==> config.mk <==
export PLATFORM = sky130hd
export DESIGN_NAME = wp_range_mgr
export DESIGN_NICKNAME = d
export VERILOG_FILES = /design/src/rtl/prot_pkg.sv /design/src/rtl/prot_ctl.sv /design/src/rtl/prot_dp.sv /design/src/rtl/wp_range_mgr.sv
export SDC_FILE = /design/constraint.sdc
export NUM_CORES = 1
export LEC_CHECK = 0
export ABC_AREA = 0
export BUFFER_PORTS_ARGS = -buffer_cell sky130_fd_sc_hd__clkbuf_2
export CORE_MARGIN = 2
export CORE_UTILIZATION = 55
export DETAILED_ROUTE_END_ITERATION = 6
export HOLD_SLACK_MARGIN = 0.08
export PLACE_DENSITY = 0.8
export SLEW_MARGIN = 20
export SYNTH_ARGS = -nofsm -noshare
export SYNTH_HDL_FRONTEND = slang
export SYNTH_SLANG_ARGS = --single-unit
==> constraint.sdc <==
create_clock -name clk -period 3.68 [get_ports clk]
set_input_delay 0.736 -clock clk [delete_from_list [all_inputs] [get_ports clk]]
set_output_delay 0.736 -clock clk [all_outputs]
set_load 0.01 [all_outputs]
==> src/rtl/prot_pkg.sv <==
package prot_pkg;

  typedef enum logic [2:0] {
    PS_TIGHT  = 3'b001,
    PS_LOCKED = 3'b010,
    PS_OPEN   = 3'b100
  } protState_e;

  typedef enum logic [1:0] {
    OP_UNLOCK   = 2'd0,
    OP_LOCK     = 2'd1,
    OP_TIGHT    = 2'd2,
    OP_OPEN_ALL = 2'd3
  } protOp_e;

  typedef struct packed {
    logic       wrEn;
    logic       setErr;
    logic       setInt;
    protState_e wrVal;
  } protStrobe_t;

endpackage

==> src/rtl/prot_ctl.sv <==
module prot_ctl
  import prot_pkg::*;
#(
  parameter int NUM_BLOCKS = 12,
  parameter int IDX_W      = 4
) (
  input  logic              clk,
  input  logic              rstN,
  input  logic              warmRst,
  input  logic              cmdValid,
  input  logic [1:0]        cmdOp,
  input  logic [IDX_W-1:0]  startAddr,
  input  logic [IDX_W-1:0]  endAddr,
  input  protState_e        curState,
  output logic              busy,
  output logic [IDX_W-1:0]  cursor,
  output protStrobe_t       strobe
);

  localparam logic [IDX_W:0]   LIMIT   = (IDX_W+1)'(NUM_BLOCKS);
  localparam logic [IDX_W-1:0] LAST_BLK = IDX_W'(NUM_BLOCKS - 1);

  logic              walking;
  protOp_e           opReg;
  logic [IDX_W-1:0]  lastIdx;
  logic              done;
  protStrobe_t       stbRaw;

  always_ff @(posedge clk or negedge rstN) begin
    if (!rstN) begin
      walking <= 1'b0;
      opReg   <= OP_UNLOCK;
      cursor  <= '0;
      lastIdx <= '0;
    end else if (warmRst) begin
      walking <= 1'b0;
      opReg   <= OP_UNLOCK;
      cursor  <= '0;
      lastIdx <= '0;
    end else if (!walking) begin
      if (cmdValid) begin
        walking <= 1'b1;
        opReg   <= protOp_e'(cmdOp);
        if (protOp_e'(cmdOp) == OP_OPEN_ALL) begin
          cursor  <= '0;
          lastIdx <= LAST_BLK;
        end else begin
          cursor  <= startAddr;
          lastIdx <= endAddr;
        end
      end
    end else if (done) begin
      walking <= 1'b0;
    end else begin
      cursor <= cursor + 1'b1;
    end
  end

  // One decision per visited block
  always_comb begin
    stbRaw = '{wrEn: 1'b0, setErr: 1'b0, setInt: 1'b0, wrVal: PS_LOCKED};
    done   = 1'b0;
    if (cursor > lastIdx) begin
      done = 1'b1;
    end else if ({1'b0, cursor} >= LIMIT) begin
      done          = 1'b1;
      stbRaw.setErr = 1'b1;
    end else if (opReg == OP_TIGHT) begin
      if (curState != PS_OPEN) begin
        stbRaw.wrEn  = 1'b1;
        stbRaw.wrVal = PS_TIGHT;
      end
      done = (cursor == lastIdx);
    end else if (curState == PS_TIGHT) begin
      done = 1'b1;
    end else begin
      stbRaw.wrEn  = 1'b1;
      stbRaw.wrVal = (opReg == OP_LOCK) ? PS_LOCKED : PS_OPEN;
      done = (cursor == lastIdx);
    end
    stbRaw.setInt = done;
  end

  assign busy   = walking;
  assign strobe = (walking && !warmRst) ? stbRaw
                : '{wrEn: 1'b0, setErr: 1'b0, setInt: 1'b0, wrVal: PS_LOCKED};

  AST_CURSOR_STEP: assert property (@(posedge clk) disable iff (!rstN || warmRst)
    (busy && $past(busy)) |-> (cursor == $past(cursor) + 1'b1));

endmodule

==> src/rtl/prot_dp.sv <==
module prot_dp
  import prot_pkg::*;
#(
  parameter int NUM_BLOCKS = 12,
  parameter int IDX_W      = 4,
  parameter int ADDR_W     = 16
) (
  input  logic                    clk,
  input  logic                    rstN,
  input  logic                    warmRst,
  input  logic                    startWr,
  input  logic                    endWr,
  input  logic [ADDR_W-1:0]       addrIn,
  input  logic                    intClr,
  input  protStrobe_t             strobe,
  input  logic [IDX_W-1:0]        cursor,
  output logic [IDX_W-1:0]        startAddr,
  output logic [IDX_W-1:0]        endAddr,
  output protState_e              curState,
  output protState_e              wpStatus,
  output logic                    cmdErr,
  output logic                    intFlag,
  output logic [3*NUM_BLOCKS-1:0] blkState
);

  protState_e stArr [NUM_BLOCKS];

  for (genvar g = 0; g < NUM_BLOCKS; g++) begin : gBlk
    always_ff @(posedge clk or negedge rstN) begin
      if (!rstN)
        stArr[g] <= PS_LOCKED;
      else if (strobe.wrEn && cursor == IDX_W'(g))
        stArr[g] <= strobe.wrVal;
    end
    assign blkState[3*g +: 3] = stArr[g];

    AST_STATE_ONEHOT: assert property (@(posedge clk) disable iff (!rstN)
      $onehot(stArr[g]));
    AST_TIGHT_STICKY: assert property (@(posedge clk) disable iff (!rstN)
      ($past(stArr[g]) == PS_TIGHT) |-> (stArr[g] == PS_TIGHT));
  end

  always_comb begin
    curState = PS_LOCKED;
    for (int i = 0; i < NUM_BLOCKS; i++)
      if (cursor == IDX_W'(i)) curState = stArr[i];
  end

  always_ff @(posedge clk or negedge rstN) begin
    if (!rstN) begin
      startAddr <= '0;
      endAddr   <= '0;
      wpStatus  <= PS_LOCKED;
      cmdErr    <= 1'b0;
      intFlag   <= 1'b0;
    end else if (warmRst) begin
      startAddr <= '0;
      endAddr   <= '0;
      wpStatus  <= PS_LOCKED;
      cmdErr    <= 1'b0;
      intFlag   <= 1'b0;
    end else begin
      if (startWr) begin
        startAddr <= addrIn[IDX_W-1:0];
        endAddr   <= addrIn[IDX_W-1:0];
      end else if (endWr) begin
        endAddr <= addrIn[IDX_W-1:0];
      end
      if (strobe.wrEn) wpStatus <= strobe.wrVal;
      if (strobe.setErr)  cmdErr <= 1'b1;
      else if (intClr)    cmdErr <= 1'b0;
      if (strobe.setInt)  intFlag <= 1'b1;
      else if (intClr)    intFlag <= 1'b0;
    end
  end

  AST_WR_TO_STATUS: assert property (@(posedge clk) disable iff (!rstN || warmRst)
    strobe.wrEn |=> (wpStatus == $past(strobe.wrVal)));
  AST_ERR_WITH_INT: assert property (@(posedge clk) disable iff (!rstN)
    $rose(cmdErr) |-> intFlag);
  AST_STATUS_ONEHOT: assert property (@(posedge clk) disable iff (!rstN)
    $onehot(wpStatus));

endmodule

==> src/rtl/wp_range_mgr.sv <==
module wp_range_mgr
  import prot_pkg::*;
#(
  parameter  int NUM_BLOCKS = 12,
  parameter  int ADDR_W     = 16,
  localparam int IDX_W      = $clog2(NUM_BLOCKS)
) (
  input  logic                    clk,
  input  logic                    rstN,
  input  logic                    warmRst,
  input  logic                    startWr,
  input  logic                    endWr,
  input  logic [ADDR_W-1:0]       addrIn,
  input  logic                    cmdValid,
  input  logic [1:0]              cmdOp,
  input  logic                    intClr,
  output logic                    busy,
  output logic                    cmdErr,
  output logic                    intFlag,
  output logic [2:0]              wpStatus,
  output logic [IDX_W-1:0]        startAddr,
  output logic [IDX_W-1:0]        endAddr,
  output logic [3*NUM_BLOCKS-1:0] blkState
);

  protStrobe_t      strobe;
  logic [IDX_W-1:0] cursor;
  protState_e       curState;
  protState_e       wpState;

  prot_ctl #(.NUM_BLOCKS(NUM_BLOCKS), .IDX_W(IDX_W)) uCtl (
    .clk(clk), .rstN(rstN), .warmRst(warmRst),
    .cmdValid(cmdValid), .cmdOp(cmdOp),
    .startAddr(startAddr), .endAddr(endAddr), .curState(curState),
    .busy(busy), .cursor(cursor), .strobe(strobe)
  );

  prot_dp #(.NUM_BLOCKS(NUM_BLOCKS), .IDX_W(IDX_W), .ADDR_W(ADDR_W)) uDp (
    .clk(clk), .rstN(rstN), .warmRst(warmRst),
    .startWr(startWr), .endWr(endWr), .addrIn(addrIn), .intClr(intClr),
    .strobe(strobe), .cursor(cursor),
    .startAddr(startAddr), .endAddr(endAddr), .curState(curState),
    .wpStatus(wpState), .cmdErr(cmdErr), .intFlag(intFlag),
    .blkState(blkState)
  );

  assign wpStatus = wpState;

endmodule

==> metrics, run 1 <==
top cells by count, synth dfrtp_1 (47), nand2_1 (33), a21oi_1 (21); clock buffer count from CTS 9; Hold WC Path Type in2async; via count 3003; RSZ-0062 raised after global routing no; drt drc 0; Sum Neg Setup Slack 0 ps; Crit. End Element flip-flop; RD Place Congestion 0.930; initial antenna violation count 0; global route overflow 0; # diodes 0; FFs w/ async S/R, synth 100%; Setup Viol. Count Final 0; vias in the first global route 2995; htree depth 3; final period utilization 94.6%; global-route usage over all layers 26.2%; Max Slew Vio Count 0; worst-path fanout max 9; r2r setup slk 200 ps; Final nets 445; 1st-iter DRT viols 185; Routed WL 9.02 mm; Crit path required time 3920 ps; area post-placement 0.00400 mm²; Worst Setup Start Kind flip-flop; final clock skew 6.13 ps; Post-synth EDFFs 0; Ys Warns 0; DRT Pass-1 Iters 4; area grow syn2layout 17.9%; Clk Latency, worst-skew pair 350 ps; Die Ht 85.0 µm; Mapped Cells 345; number of vias per cell 6.08; dpl ws 207 ps; root buffer cell clkbuf_8; run status finished clean; pin count of the biggest net entering global routing 33; Worst-path clk slew 70 ps; Initial Util 56.8%; Yosys top cell area share 32.6%; die area 0.00722 mm²; width of the die 85.0 µm; Port Buf Inserts 62; prevailing post-synth register cell dfrtp_1; wire per inst 18.3 µm; core area 0.00635 mm²; fmax 0.287 GHz; first-pass GRT wire length 14.8 mm; Yosys reg bits 60; top post-synthesis cells by area dfrtp_1 (33%), dfstp_2 (9.5%), nor4_4 (5.3%); WHS 413 ps; most frequent cell after synthesis dfrtp_1; post-DP HPWL 6.50 mm; Worst EP arrival 3730 ps; slack of the critical path 197 ps; Post-Syn Area 0.00360 mm²; sequential share of the synthesized area 42.1%; Placement Rows 29; Worst VDD drop 0.000348 V; Slew HR 53.7%; Net Count, Synth 378; CTS Sinks 60; CTS tree built; crit path kind reg2reg; I/O pin cnt 75; fin area 0.00425 mm²; Worst Tran Pin Value 694 ps; post-synth cell types 64; Hold Vio Cnt, Final 0; layout cells sized above 1 35.7%; static leakage 1.89 nW; post-route minimum period 3480 ps; max-cap viol count 0; Yosys top cell by area dfrtp_1; ANT nets after route 0; post-synthesis area per instance 10.4 µm²; PnR Total Power 2.84 mW; power density over the cells 669 mW/mm²; clock buffer depth 2
## worst max-delay path: stages, from the launching register on
cell and delay, ps:
dfrtp_1 480, inv_1 130, ha_1 360, buf_4 230
nor2b_1 140, a2111oi_0 460, o221ai_1 220, a32oi_2 180
buf_4 180, nor4_4 80, buf_4 230, nor4_4 320
mux2_2 360
## cells by family after synthesis
family	share of synthesized area, %
XOR/XNOR	0.243
adder cells (fa/ha/maj)	2.78
AND/OR/NAND/NOR	21.6
AO/OA/AOI/OAI	17.8
buffers and inverters	5.90
flip-flops	42.1
multiplexers	9.58
## path summary, 6_finish.rpt
path	end	cells past startpoint	start
max	uDp.blkState[20]	12	uCtl.cursor[0]
min	uDp.blkState[27]	1	rstN
max reg2reg	uDp.blkState[20]	12	uCtl.cursor[0]
min reg2reg	uDp.wpStatus[0]	2	uDp.wpStatus[0]
max in group asynchronous	uDp.blkState[1]	2	rstN
min in group clk	uDp.wpStatus[0]	2	uDp.wpStatus[0]
## registers in the layout (all words and copies together) (netlist names)
signal,cells
uDp.wpStatus,3
uDp.blkState,36
uDp.startAddr,4
uDp.endAddr,4
uDp.intFlag,1
uCtl.cursor,4
uCtl.opReg,2
uCtl.busy,1
uCtl.lastIdx,4
uDp.cmdErr,1
## routing by layer
layer | vias to the layer above | part of all wire [%] | GRT usage [%]
met5 | - | 0 | 0
met4 | 0 | 3.1 | 13.7
met3 | 28 | 5.2 | 4.96
met2 | 104 | 50 | 42.9
met1 | 1465 | 42 | 33.1
li1 | 1406 | - | -
## metrics by stage
| step | utilization [%] | std cells |
|---|---|---|
| after floorplan | - | 345 |
| after global placement | 63.0 | 477 |
| after detailed placement | 63.0 | 477 |
| after CTS | 66.7 | 493 |
| after global routing | 67.0 | 494 |
| final | 67.0 | 494 |
## where the power goes
part | switching (mW) | total [mW] | internal, mW
registers | 0.138 | 0.960 | 0.822
clock network | 0.269 | 0.703 | 0.434
logic | 0.707 | 1.18 | 0.472
## what timing repair did
item                       CTS  global route
setup endpoints to repair    0            15
buffers inserted             0             1
resized for setup            0             1
hold buffers                 0             0
## cell usage in the layout (no fill, tap or decap), drive strengths merged, types with 3 or more instances in the layout
master / Yosys / final
nor2: 17 / 17
dfrtp: 47 / 47
nor3: 4 / 4
and3: 3 / 3
nand3: 4 / 4
nor2b: 8 / 8
nor4: 14 / 14
nand3b: 6 / 6
buf: 16 / 19
mux2: 25 / 25
o21ai: 18 / 18
nand2b: 6 / 6
nand4: 3 / 3
nor3b: 4 / 4
ha: 8 / 8
dfstp: 13 / 13
a221oi: 3 / 3
nand2: 33 / 33
o31ai: 13 / 13
a21oi: 21 / 21
clkbuf: 9 / 74
a31oi: 6 / 6
a311oi: 3 / 3
inv: 15 / 15
o21a: 3 / 3
o22ai: 7 / 7
mux2i: 6 / 6
## layout make-up
cell class / instances / area (µm²)
repair buffers: 81 / 465
clock buffers: 12 / 165
inverters: 15 / 56.3
multi-input cells: 245 / 1880
well taps: 77 / 96.3
fillers: 486 / 2100
clock inverters: 4 / 70.1
flip-flops and latches: 60 / 1520
Power figures use the tool's default switching activity.
==> inputs of run 2 (changes only) <==
- CORE_UTILIZATION: 55 -> 54
- SKIP_CTS_REPAIR_TIMING: default -> 1
- SYNTH_HIERARCHICAL: default -> 1
==> run 2 against run 1 <==
Hold slack better by 45 ps. Critical path depth stayed put. Setup slack better by 46 ps. Clock-buffer cell count is 3 higher. Fmax is 1.3% higher. Die area is 5.6% lower. Largest cell class unchanged. Largest power group is now registers.
==> metrics, run 2 <==
origin of the critical flop-to-flop path uCtl/cursor[0] (was uCtl.cursor[0]); Sum Neg Setup Slack 0 ps (unchanged); Final Instance Count excl. Fillers 451 (was 494); Ys Warns 6 (was 0); RSZ-0062 raised after global routing no (unchanged); Die Ht 82.6 µm (was 85.0 µm); Post-Synth XOR/XNOR Area 0% (was 0.243%); htree depth 3 (unchanged); total internal power 1.19 mW (was 1.73 mW); via count 2720 (was 3003); max reg flops 36 (unchanged); power density over the cells 434 mW/mm² (was 669 mW/mm²); adder-cell share of the synthesized area 1.88% (was 2.78%); clock buffer count from CTS 9 (unchanged); Worst-path clk slew 60 ps (was 70 ps); Worst Tran Pin Value 749 ps (was 694 ps); global-route usage over all layers 24.6% (was 26.2%); Yosys reg bits 60 (unchanged); post-DP HPWL 5.63 mm (was 6.50 mm); Placement Rows 28 (was 29); Final Util 66.0% (was 67.0%); r2r setup slk 240 ps (was 200 ps); fmax 0.291 GHz (was 0.287 GHz); 1st-iter DRT viols 249 (was 185); most common cell after layout, fill and taps aside clkbuf_2 (unchanged); width of the die 82.6 µm (was 85.0 µm); drt drc 0 (unchanged); Net Count, Synth 335 (was 378); Net Sw Power 0.518 mW (was 1.11 mW); RD Place Congestion 0.886 (was 0.930); WHS 458 ps (was 413 ps); Crit path required time 3900 ps (was 3920 ps); Post-Syn Area 0.00333 mm² (was 0.00360 mm²); max-cap viol count 0 (unchanged); Crit. End Element flip-flop (unchanged); fin area 0.00393 mm² (was 0.00425 mm²); global route overflow 0 (unchanged); Yosys top cell by area dfrtp_1 (unchanged); Setup Viol. Count Final 0 (unchanged); final period utilization 93.4% (was 94.6%); Net Sw Frac 30.4% (was 39.2%); Hold Vio Cnt, Final 0 (unchanged); worst reg2reg path depth 12 (unchanged); Port Buf Inserts 62 (unchanged); Post-synth EDFFs 0 (unchanged); dpl ws 381 ps (was 207 ps); Comb pwr share 22.1% (was 41.5%); main combinational cell family by area after synthesis multiplexers (was simple AND/OR/NAND/NOR gates); post-route minimum period 3440 ps (was 3480 ps); crit path kind reg2reg (unchanged); dpl cells 435 (was 477); worst-path fanout max 18 (was 9); clock power share 32.3% (was 24.7%); Routed WL 7.87 mm (was 9.02 mm); # diodes 0 (unchanged); prevailing post-synth register cell dfrtp_1 (unchanged); vias in the first global route 2480 (was 2995); first-pass GRT wire length 12.6 mm (was 14.8 mm); mux share of post-synthesis cell area 17.9% (was 9.58%); pin count of the biggest net entering global routing 32 (was 33); core area 0.00596 mm² (was 0.00635 mm²); Worst EP arrival 3660 ps (was 3730 ps); layout cells sized above 1 42.3% (was 35.7%); static leakage 1.84 nW (was 1.89 nW); most frequent cells in the layout clkbuf_2 (62), dfrtp_1 (47), mux2_2 (37) (was clkbuf_2 (62), dfrtp_1 (47), nand2_1 (33)); PnR Total Power 1.71 mW (was 2.84 mW); number of vias per cell 6.03 (was 6.08); Hold WC Path Type in2async (unchanged); Mapped Cells 305 (was 345); area post-placement 0.00375 mm² (was 0.00400 mm²); area grow syn2layout 17.9% (about the same); FFs w/ async S/R, synth 100% (unchanged); CTS tree built (unchanged); CTS Sinks 60 (unchanged); Synth Area in Simple Gates 16.5% (was 21.6%); slack of the critical path 244 ps (was 197 ps); clock buffer depth 2 (unchanged); Final nets 401 (was 445); top cells by count, synth dfrtp_1 (47), mux2_2 (37), nand2_1 (23) (was dfrtp_1 (47), nand2_1 (33), a21oi_1 (21)); ANT nets after route 0 (unchanged); final clock skew 4.77 ps (was 6.13 ps); post-synth cell types 61 (was 64); wire per inst 17.5 µm (was 18.3 µm); initial antenna violation count 0 (unchanged); top post-synthesis cells by area dfrtp_1 (35%), mux2_2 (13%), dfstp_2 (10%) (was dfrtp_1 (33%), dfstp_2 (9.5%), nor4_4 (5.3%)); Initial Util 55.9% (was 56.8%); most frequent cell after synthesis dfrtp_1 (unchanged); sequential share of the synthesized area 45.6% (was 42.1%); root buffer cell clkbuf_8 (unchanged); Clk Latency, worst-skew pair 340 ps (was 350 ps); Max Slew Vio Count 0 (unchanged); Reg power frac 45.6% (was 33.8%); Worst Setup Start Kind flip-flop (unchanged); Slew HR 50.0% (was 53.7%); DRT Pass-1 Iters 5 (was 4); Synth Area in Compound Gates 13.7% (was 17.8%); post-synthesis area per instance 10.9 µm² (was 10.4 µm²); run status finished clean (unchanged); RR Endpoint uDp/blkState[11] (was uDp.blkState[20]); I/O pin cnt 75 (unchanged); die area 0.00681 mm² (was 0.00722 mm²); Yosys top cell area share 35.3% (was 32.6%); Worst VDD drop 0.000287 V (was 0.000348 V)
[run 2: cell count changes in the layout (fill, tap and decap cells not counted), sizes merged, moves of 4 or more]
cell | before | now
buf | 19 | 11
mux2 | 25 | 37
a211o | 0 | 4
nand2 | 33 | 24
inv | 15 | 10
nor2 | 17 | 24
nand3b | 6 | 0
nor2b | 8 | 12
o31ai | 13 | 1
mux2i | 6 | 13
o21ai | 18 | 7
nor4 | 14 | 4
[run 2: worst max-delay path, cell delays in order (launching register included)]
cell,delay [ps]
dfrtp_1,590
buf_12,210
nor2b_1,80
a221oi_1,280
o21ai_1,130
a32oi_1,380
nor2b_1,120
nand2_1,90
a21oi_1,60
nor4_1,340
and3_1,290
nor2b_1,370
mux2_2,380
[run 2: layout make-up]
type / instances / area [µm²]
Clock buffer: 15 / 176
Clock inverter: 1 / 5.00
Fill cell: 480 / 2030
Inverter: 10 / 37.5
Multi-Input combinational cell: 217 / 1680
Sequential cell: 60 / 1520
Tap cell: 75 / 93.8
Timing Repair Buffer: 73 / 418
[run 2: cells by family after synthesis]
logic type | after synthesis
AO/OA/AOI/OAI | 64
adder cells (fa/ha/maj) | 5
flip-flops | 60
AND/OR/NAND/NOR | 96
multiplexers | 52
buffers and inverters | 28
[run 2: worst max-delay path by stage]
stage,depth (start not counted),start,to
final,12,uCtl/cursor[0],uDp/blkState[11]
after global routing,12,uCtl/cursor[0],uDp/blkState[9]
after CTS,11,uCtl/cursor[3],uDp/blkState[11]
after detailed placement,11,uCtl/cursor[1],uDp/blkState[11]
after global placement,11,uCtl/cursor[0],uDp/blkState[11]
after floorplan,14,uCtl/cursor[1],uDp/blkState[0]
[run 2: power groups by stage]
stage	clock network (mW)	logic, mW	registers [mW]
2_1_floorplan	0	0.239	0.790
3_5_place_dp	0	0.370	0.788
5_1_grt	0.580	0.414	0.785
6_report	0.551	0.377	0.778
3_3_place_gp	0	0.363	0.785
4_1_cts	0.553	0.373	0.777
[run 2: routing by layer]
metal | global-route usage [%] | routed length (µm) | vias to the layer above
met3 | 5.00 | 501 | 12
met5 | 0 | 0 | -
met4 | 9.18 | 119 | 0
li1 | - | - | 1261
met1 | 34.6 | 3550 | 1329
met2 | 37.7 | 3700 | 118
